File: src/rtl/lane_addsub_pkg.sv
package lane_addsub_pkg;

   typedef enum logic [1:0] {
      LS_B8  = 2'd0,
      LS_B16 = 2'd1,
      LS_B32 = 2'd2,
      LS_B64 = 2'd3
   } lane_size_e;

   typedef enum logic [1:0] {
      AM_WRAP = 2'd0,
      AM_SSAT = 2'd1,
      AM_USAT = 2'd2,
      AM_RSVD = 2'd3
   } arith_mode_e;

   // decoded operation controls shared by the datapath stages
   typedef struct packed {
      logic invert;    // subtract: invert second operand, inject carry 1
      logic sat_s;     // signed clamp active
      logic sat_u;     // unsigned clamp active
      logic wide16;    // saturation lanes are 16 bits wide
      logic illegal;   // unsupported request
   } op_ctl_t;

   localparam int BYTE_W      = 8;
   localparam int MAX_LANE_B  = 8;   // widest lane in bytes
   localparam int SAT_VARIANT = 2;   // 8-bit and 16-bit saturation lanes

endpackage

File: src/rtl/lane_op_decode.sv
module lane_op_decode
   import lane_addsub_pkg::*;
#(
   parameter int NBYTES = 16
)(
   input  logic              sub_en,
   input  lane_size_e        lane_sel,
   input  arith_mode_e       mode_sel,
   output op_ctl_t           ctl,
   output logic [NBYTES-1:0] lane_start
);

   logic       want_sat;
   logic       wide_lane;
   logic [3:0] span_m1;

   always_comb begin
      want_sat    = (mode_sel == AM_SSAT) || (mode_sel == AM_USAT);
      wide_lane   = (lane_sel == LS_B32) || (lane_sel == LS_B64);
      ctl.illegal = (mode_sel == AM_RSVD) || (want_sat && wide_lane);
      ctl.invert  = sub_en;
      ctl.sat_s   = (mode_sel == AM_SSAT) && !ctl.illegal;
      ctl.sat_u   = (mode_sel == AM_USAT) && !ctl.illegal;
      ctl.wide16  = (lane_sel == LS_B16);
      span_m1     = (4'd1 << lane_sel) - 4'd1;
   end

   // a byte starts a lane when its index within the widest lane is a
   // multiple of the selected lane size in bytes
   for (genvar i = 0; i < NBYTES; i++) begin : g_start
      localparam logic [3:0] IDX = 4'(i % MAX_LANE_B);
      assign lane_start[i] = ((IDX & span_m1) == 4'd0);
   end

endmodule

File: src/rtl/lane_seg_adder.sv
module lane_seg_adder
   import lane_addsub_pkg::*;
#(
   parameter int NBYTES = 16,
   localparam int DW    = NBYTES * BYTE_W
)(
   input  logic [DW-1:0]     a,
   input  logic [DW-1:0]     b,
   input  logic              invert,
   input  logic [NBYTES-1:0] lane_start,
   output logic [DW-1:0]     sum,
   output logic [NBYTES-1:0] carry
);

   for (genvar i = 0; i < NBYTES; i++) begin : g_byte
      logic       cin;
      logic [7:0] b_eff;

      if (i == 0) begin : g_first
         assign cin = invert;
      end else begin : g_chain
         // the carry chain is cut at every lane start
         assign cin = lane_start[i] ? invert : carry[i-1];
      end

      assign b_eff = b[i*BYTE_W +: BYTE_W] ^ {BYTE_W{invert}};
      assign {carry[i], sum[i*BYTE_W +: BYTE_W]} =
         {1'b0, a[i*BYTE_W +: BYTE_W]} + {1'b0, b_eff} + 9'(cin);
   end

endmodule

File: src/rtl/lane_sat_fixup.sv
module lane_sat_fixup
   import lane_addsub_pkg::*;
#(
   parameter int NBYTES = 16,
   localparam int DW    = NBYTES * BYTE_W
)(
   input  logic [DW-1:0]     a,
   input  logic [DW-1:0]     b,
   input  logic [DW-1:0]     sum,
   input  logic [NBYTES-1:0] carry,
   input  op_ctl_t           ctl,
   output logic [DW-1:0]     res
);

   // one variant per saturating lane width: 1 byte and 2 bytes
   for (genvar g = 0; g < SAT_VARIANT; g++) begin : g_sat
      localparam int LB = 1 << g;
      localparam int LW = LB * BYTE_W;
      localparam int NL = NBYTES / LB;

      logic [DW-1:0] sres;

      for (genvar k = 0; k < NL; k++) begin : g_lane
         localparam int LO   = k * LW;
         localparam int HI   = LO + LW - 1;
         localparam int TOPB = (k + 1) * LB - 1;

         logic          a_s, b_s, r_s;
         logic          s_ovf, u_ovf;
         logic [LW-1:0] s_lim, u_lim, lres;

         always_comb begin
            a_s   = a[HI];
            b_s   = b[HI] ^ ctl.invert;
            r_s   = sum[HI];
            s_ovf = (a_s == b_s) && (r_s != a_s);
            s_lim = a_s ? {1'b1, {(LW-1){1'b0}}} : {1'b0, {(LW-1){1'b1}}};
            // add: carry out means overflow; subtract: no carry means borrow
            u_ovf = carry[TOPB] ^ ctl.invert;
            u_lim = ctl.invert ? {LW{1'b0}} : {LW{1'b1}};
            if (ctl.sat_s && s_ovf)
               lres = s_lim;
            else if (ctl.sat_u && u_ovf)
               lres = u_lim;
            else
               lres = sum[HI:LO];
         end

         assign sres[HI:LO] = lres;
      end
   end

   always_comb begin
      if (ctl.illegal)
         res = '0;
      else if (ctl.wide16)
         res = g_sat[1].sres;
      else
         res = g_sat[0].sres;
   end

endmodule

File: src/rtl/lane_addsub_unit.sv
module lane_addsub_unit
   import lane_addsub_pkg::*;
#(
   parameter int DATA_W     = 128,
   parameter bit REGISTERED = 1'b1
)(
   input  logic              clk,
   input  logic              rst_n,
   input  logic [DATA_W-1:0] op_a,
   input  logic [DATA_W-1:0] op_b,
   input  logic              sub_en,
   input  logic [1:0]        lane_sel,
   input  logic [1:0]        mode_sel,
   output logic [DATA_W-1:0] result,
   output logic              illegal_op
);

   localparam int NBYTES = DATA_W / BYTE_W;

   if ((DATA_W % (MAX_LANE_B * BYTE_W)) != 0 || DATA_W < MAX_LANE_B * BYTE_W)
   begin : g_bad_width
      initial $error("lane_addsub_unit: DATA_W must be a positive multiple of 64");
   end

   op_ctl_t           ctl;
   logic [NBYTES-1:0] lane_start;
   logic [DATA_W-1:0] sum_raw;
   logic [NBYTES-1:0] carry;
   logic [DATA_W-1:0] res_c;

   lane_op_decode #(.NBYTES(NBYTES)) u_dec (
      .sub_en     (sub_en),
      .lane_sel   (lane_size_e'(lane_sel)),
      .mode_sel   (arith_mode_e'(mode_sel)),
      .ctl        (ctl),
      .lane_start (lane_start)
   );

   lane_seg_adder #(.NBYTES(NBYTES)) u_add (
      .a          (op_a),
      .b          (op_b),
      .invert     (ctl.invert),
      .lane_start (lane_start),
      .sum        (sum_raw),
      .carry      (carry)
   );

   lane_sat_fixup #(.NBYTES(NBYTES)) u_fix (
      .a     (op_a),
      .b     (op_b),
      .sum   (sum_raw),
      .carry (carry),
      .ctl   (ctl),
      .res   (res_c)
   );

   if (REGISTERED) begin : g_reg
      always_ff @(posedge clk or negedge rst_n) begin
         if (!rst_n) begin
            result     <= '0;
            illegal_op <= 1'b0;
         end else begin
            result     <= res_c;
            illegal_op <= ctl.illegal;
         end
      end

      // a flagged request leaves an all-zero result at the output
      p_illegal_out_r6: assert property (@(posedge clk) disable iff (!rst_n)
         illegal_op |-> (result == '0));
   end else begin : g_comb
      assign result     = res_c;
      assign illegal_op = ctl.illegal;
   end

   // the clamp stage honours the decoder's illegal flag
   p_illegal_zero_r6: assert property (@(posedge clk) disable iff (!rst_n)
      ctl.illegal |-> (res_c == '0));

   // wraparound with a zero second operand returns the first operand
   p_wrap_identity_r2: assert property (@(posedge clk) disable iff (!rst_n)
      (mode_sel == 2'd0 && op_b == '0) |-> (res_c == op_a));

   for (genvar i = 0; i < NBYTES; i++) begin : g_chk
      // unsigned saturating byte add never drops below the first operand
      p_usat_floor_r4: assert property (@(posedge clk) disable iff (!rst_n)
         (mode_sel == 2'd2 && lane_sel == 2'd0 && !sub_en)
         |-> (res_c[i*8 +: 8] >= op_a[i*8 +: 8]));

      // unsigned saturating byte subtract never exceeds the first operand
      p_usat_ceil_r4: assert property (@(posedge clk) disable iff (!rst_n)
         (mode_sel == 2'd2 && lane_sel == 2'd0 && sub_en)
         |-> (res_c[i*8 +: 8] <= op_a[i*8 +: 8]));

      // two non-negative bytes never give a negative signed saturated sum
      p_ssat_sign_r3: assert property (@(posedge clk) disable iff (!rst_n)
         (mode_sel == 2'd1 && lane_sel == 2'd0 && !sub_en
          && !op_a[i*8+7] && !op_b[i*8+7])
         |-> !res_c[i*8+7]);

      // a zero byte lane in wraparound add is untouched by its neighbour
      p_lane_isolation_r8: assert property (@(posedge clk) disable iff (!rst_n)
         (mode_sel == 2'd0 && lane_sel == 2'd0 && !sub_en
          && op_b[i*8 +: 8] == 8'd0)
         |-> (res_c[i*8 +: 8] == op_a[i*8 +: 8]));
   end

endmodule

File: config.mk
export PLATFORM = sky130hd
export DESIGN_NAME = lane_addsub_unit
export DESIGN_NICKNAME = d
export VERILOG_FILES = /design/src/rtl/lane_addsub_pkg.sv /design/src/rtl/lane_op_decode.sv /design/src/rtl/lane_seg_adder.sv /design/src/rtl/lane_sat_fixup.sv /design/src/rtl/lane_addsub_unit.sv
export SDC_FILE = /design/constraint.sdc
export NUM_CORES = 1
export LEC_CHECK = 0
export BUFFER_PORTS_ARGS = -buffer_cell sky130_fd_sc_hd__buf_2
export CORE_UTILIZATION = 32
export CTS_CLUSTER_DIAMETER = 60
export DETAILED_ROUTE_END_ITERATION = 7
export PLACE_DENSITY = 0.6
export SKIP_CTS_REPAIR_TIMING = 1
export SLEW_MARGIN = 30
export SYNTH_ARGS = -nofsm -noshare
export SYNTH_HDL_FRONTEND = slang
export SYNTH_SLANG_ARGS = --single-unit
File: constraint.sdc
create_clock -name clk -period 0.8 [get_ports clk]
set_input_delay 0.04 -clock clk [delete_from_list [all_inputs] [get_ports clk]]
set_output_delay 0.04 -clock clk [all_outputs]
set_load 0.01 [all_outputs]
==> flow_metrics.env <==
export IMPL_synth_top_family_by_area="compound AO/OA/AOI/OAI gates"
export IMPL_synthesis_nets=1911
export IMPL_design_power_total_mw=37.1
export IMPL_remaining_drc_errors=0
export IMPL_drt_pre_antenna_iters=5
export IMPL_die_w_um=204
export IMPL_routed_wire_length_per_instance_um=18.3
export IMPL_design_final_nets=2743
export IMPL_hpwlAfterDp_um=43500
export IMPL_holdPathStages=3
export IMPL_compound_gate_fraction_of_synth_area_pct=28.6
export IMPL_highest_count_cells_in_the_layout_ignoring_fill_and_taps="buf_4 (451), buf_2 (387), xor2_1 (145)"
export IMPL_synth_mux_area_fraction_pct=0.634
export IMPL_wire_length_of_the_first_global_routing_pass_um=78700
export IMPL_clock_pin_slew_on_the_worst_setup_and_hold_paths_ns=0.07
export IMPL_global_route_usage_total_pct=24.7
export IMPL_violations_in_the_final_reports="negative hold slack, negative setup slack"
export IMPL_period_share_pct=1570
export IMPL_yosys_warnings=0
export IMPL_most_common_library_cell_in_the_layout_ignoring_fill_and_taps="buf_4"
export IMPL_leakagePower_nw=10.2
export IMPL_num_vias=14785
export IMPL_final_hold_viol_count=1
export IMPL_worst_endpoint_arrival_ns=12.88
export IMPL_setup_violators_final=257
export IMPL_antenna_violating_nets_post_route=0
export IMPL_syn2layout_area_growth_pct=58.0
export IMPL_hold_slack_ns=-0.00371
export IMPL_post_synth_xor_area_fraction_pct=13.6
export IMPL_period_needed_ns=12.55
export IMPL_min_from="op_a[80]"
export IMPL_cts_buffer_depth=2
export IMPL_crit_required_ns=1.13
export IMPL_worst_path_max_delay_cell="fa_2"
export IMPL_antenna_found_initial=16
export IMPL_synth_edff_count=0
export IMPL_peak_per_stage_delay_on_the_critical_path_ns=0.44
export IMPL_outcome="finished, violations left"
export IMPL_tritoncts_buffers=17
export IMPL_clock_tree_from_tritoncts="done"
export IMPL_gp_congestion=0.915
export IMPL_grt_start_max_net_pins=48
export IMPL_rsz0062_at_grt="true"
export IMPL_achievable_frequency_mhz=79.7
export IMPL_yosys_register_bits=129
export IMPL_crit_top_cell="fa_2"
export IMPL_postRouteWirelength_um=52700
export IMPL_post_synthesis_async_set_or_reset_flop_share_pct=100
export IMPL_std_cell_rows=73
export IMPL_post_synthesis_adder_cell_area_fraction_pct=16.0
export IMPL_drt_first_iter_violations=832
export IMPL_synth_cell_types=104
export IMPL_synthSimpleGateAreaFrac_pct=13.6
export IMPL_max_vdd_ir_drop_mv=1.52
export IMPL_floorplan_initialDensity_pct=32.6
export IMPL_worst_pin_slew_ns=0.831
export IMPL_filler_cell_count=3737
export IMPL_post_synthesis_cell_area_um2=13000
export IMPL_first_global_vias=14840
export IMPL_tns_ns=-924.38
export IMPL_total_clock_sinks=129
export IMPL_postSynthCellCount=1503
export IMPL_fp_dieH_um=204
export IMPL_postSynth_topFlopCell="dfrtp_1"
export IMPL_worst_setup_ep_type="flip-flop"
export IMPL_crit_type="in -> reg"
export IMPL_path_max_fanout=4
export IMPL_timing_final_ws_setup_ns=-11.75
export IMPL_layout_drive_gt1_share_pct=46.6
export IMPL_final_max_slew_viol_count=0
export IMPL_clockRootBuffer="clkbuf_16"
export IMPL_design_core_area_um2=39900
export IMPL_worst_setup_path_start_kind="primary input"
export IMPL_via_density_per_instance=5.13
export IMPL_clock_tree_htree_level_count=4
export IMPL_hold_path_end="result[80]"
export IMPL_grt_overflow=0
export IMPL_multiInputGateArea_um2=10300
export IMPL_numPortBuffers=391
export IMPL_fp_dieArea_um2=41500
export IMPL_hp_class="in -> reg"
export IMPL_synth_area_per_cell_um2=8.67
export IMPL_io_pin_count=392
export IMPL_slew_headroom_pct=44.6
export IMPL_synth_sequential_area_ratio_pct=24.8
export IMPL_max_cap_violations=0
export IMPL_seq_area_um2=3230
export IMPL_power_density_cell_area_nw_per_um2=1800
-- worst max path at each step --
stage	startpoint	end	slack [ns]	cells after the start
after floorplan	sub_en	result[48]	-11.80	55
after global placement	sub_en	result[127]	-12.20	56
after detailed placement	sub_en	result[119]	-12.47	55
after CTS	sub_en	result[119]	-12.01	55
after global routing	sub_en	result[127]	-12.27	57
final	sub_en	result[119]	-11.75	56
-- routing by layer --
| layer | up-vias | part of all wire (%) | global-route usage (%) | routed length, um |
|---|---|---|---|---|
| met5 | - | 0.15 | 0 | 77 |
| met1 | 7015 | 43 | 31.3 | 22900 |
| met3 | 86 | 6.2 | 4.59 | 3270 |
| met4 | 12 | 2.8 | 8.92 | 1500 |
| li1 | 7196 | - | - | - |
| met2 | 476 | 47 | 41.7 | 25000 |
-- where the power goes --
group          switching (mW)  internal [mW]
logic                    10.4           10.0
clock network            3.34           4.85
registers               0.590           7.95
total                    14.3           22.8
-- metrics by stage --
stage | setup slack, ns | cells | cell area [um2] | util, %
after floorplan | -11.80 | 1503 | 13500 | -
after global placement | -12.20 | 2805 | 19200 | 48.1
after detailed placement | -12.47 | 2805 | 19200 | 48.1
after CTS | -12.01 | 2837 | 19800 | 49.6
after global routing | -12.27 | 2878 | 20600 | 51.6
final | -11.75 | 2883 | 20600 | 51.6
-- kinds of logic (layout without fill, tap and decap cells) --
family | count (synthesis) | count (layout)
AOI/OAI and AO/OA | 576 | 576
and+or+nand+nor | 359 | 359
xor gates and xnor gates | 203 | 203
adders and majority gates | 149 | 149
DFF | 129 | 129
buffers and inverters | 79 | 924
muxes | 8 | 8
other | 0 | 10
-- cells in the mapped netlist (5+ instances only) --
cell,count,area (um2)
nor2b_1,19,119
or2_2,5,31.3
o211ai_1,14,105
o31ai_1,5,37.5
a31oi_1,12,75.1
o21ai_1,9,45.0
buf_2,13,65.1
a211oi_1,26,195
xor2_1,146,1280
o22ai_1,29,181
clkbuf_1,21,78.8
a21o_1,44,330
nor3_1,22,110
o311ai_0,6,52.6
o21ai_0,139,696
nand2_1,66,248
o21bai_1,12,90.1
fa_1,30,601
nand3_1,18,90.1
xnor2_1,57,499
mux2i_1,6,60.1
a22o_1,6,52.6
o31a_1,6,52.6
nand2b_1,12,75.1
o21a_1,36,270
nor2_1,147,552
ha_1,115,1440
buf_1,11,41.3
or3_1,8,50.1
inv_1,26,97.6
nand4_1,5,31.3
dfrtp_1,129,3230
nor4_1,11,68.8
a21oi_1,163,816
and3_1,7,43.8
or4_1,9,67.6
-- final cells by class --
class / count / area share (%)
Multi-Input combinational cell: 1295 / 49.9
Inverter: 27 / 0.541
Timing Repair Buffer: 865 / 27.6
Clock buffer: 21 / 2.28
Sequential cell: 129 / 15.7
Clock inverter: 11 / 0.626
Antenna cell: 10 / 0.122
Tap cell: 525 / 3.19
-- sequential cells by signal, summed over array words and instances, names as in the netlist --
name        cells
illegal_op      1
result        128
-- critical path, delay by kind of cell --
family | cells | cell delay (ns)
AOI/OAI and AO/OA | 28 | 4.69
adders and majority gates | 15 | 5.93
buffers and inverters | 3 | 0.39
muxes | 2 | 0.56
and+or+nand+nor | 8 | 1.27
Power figures use the tool's default switching activity.
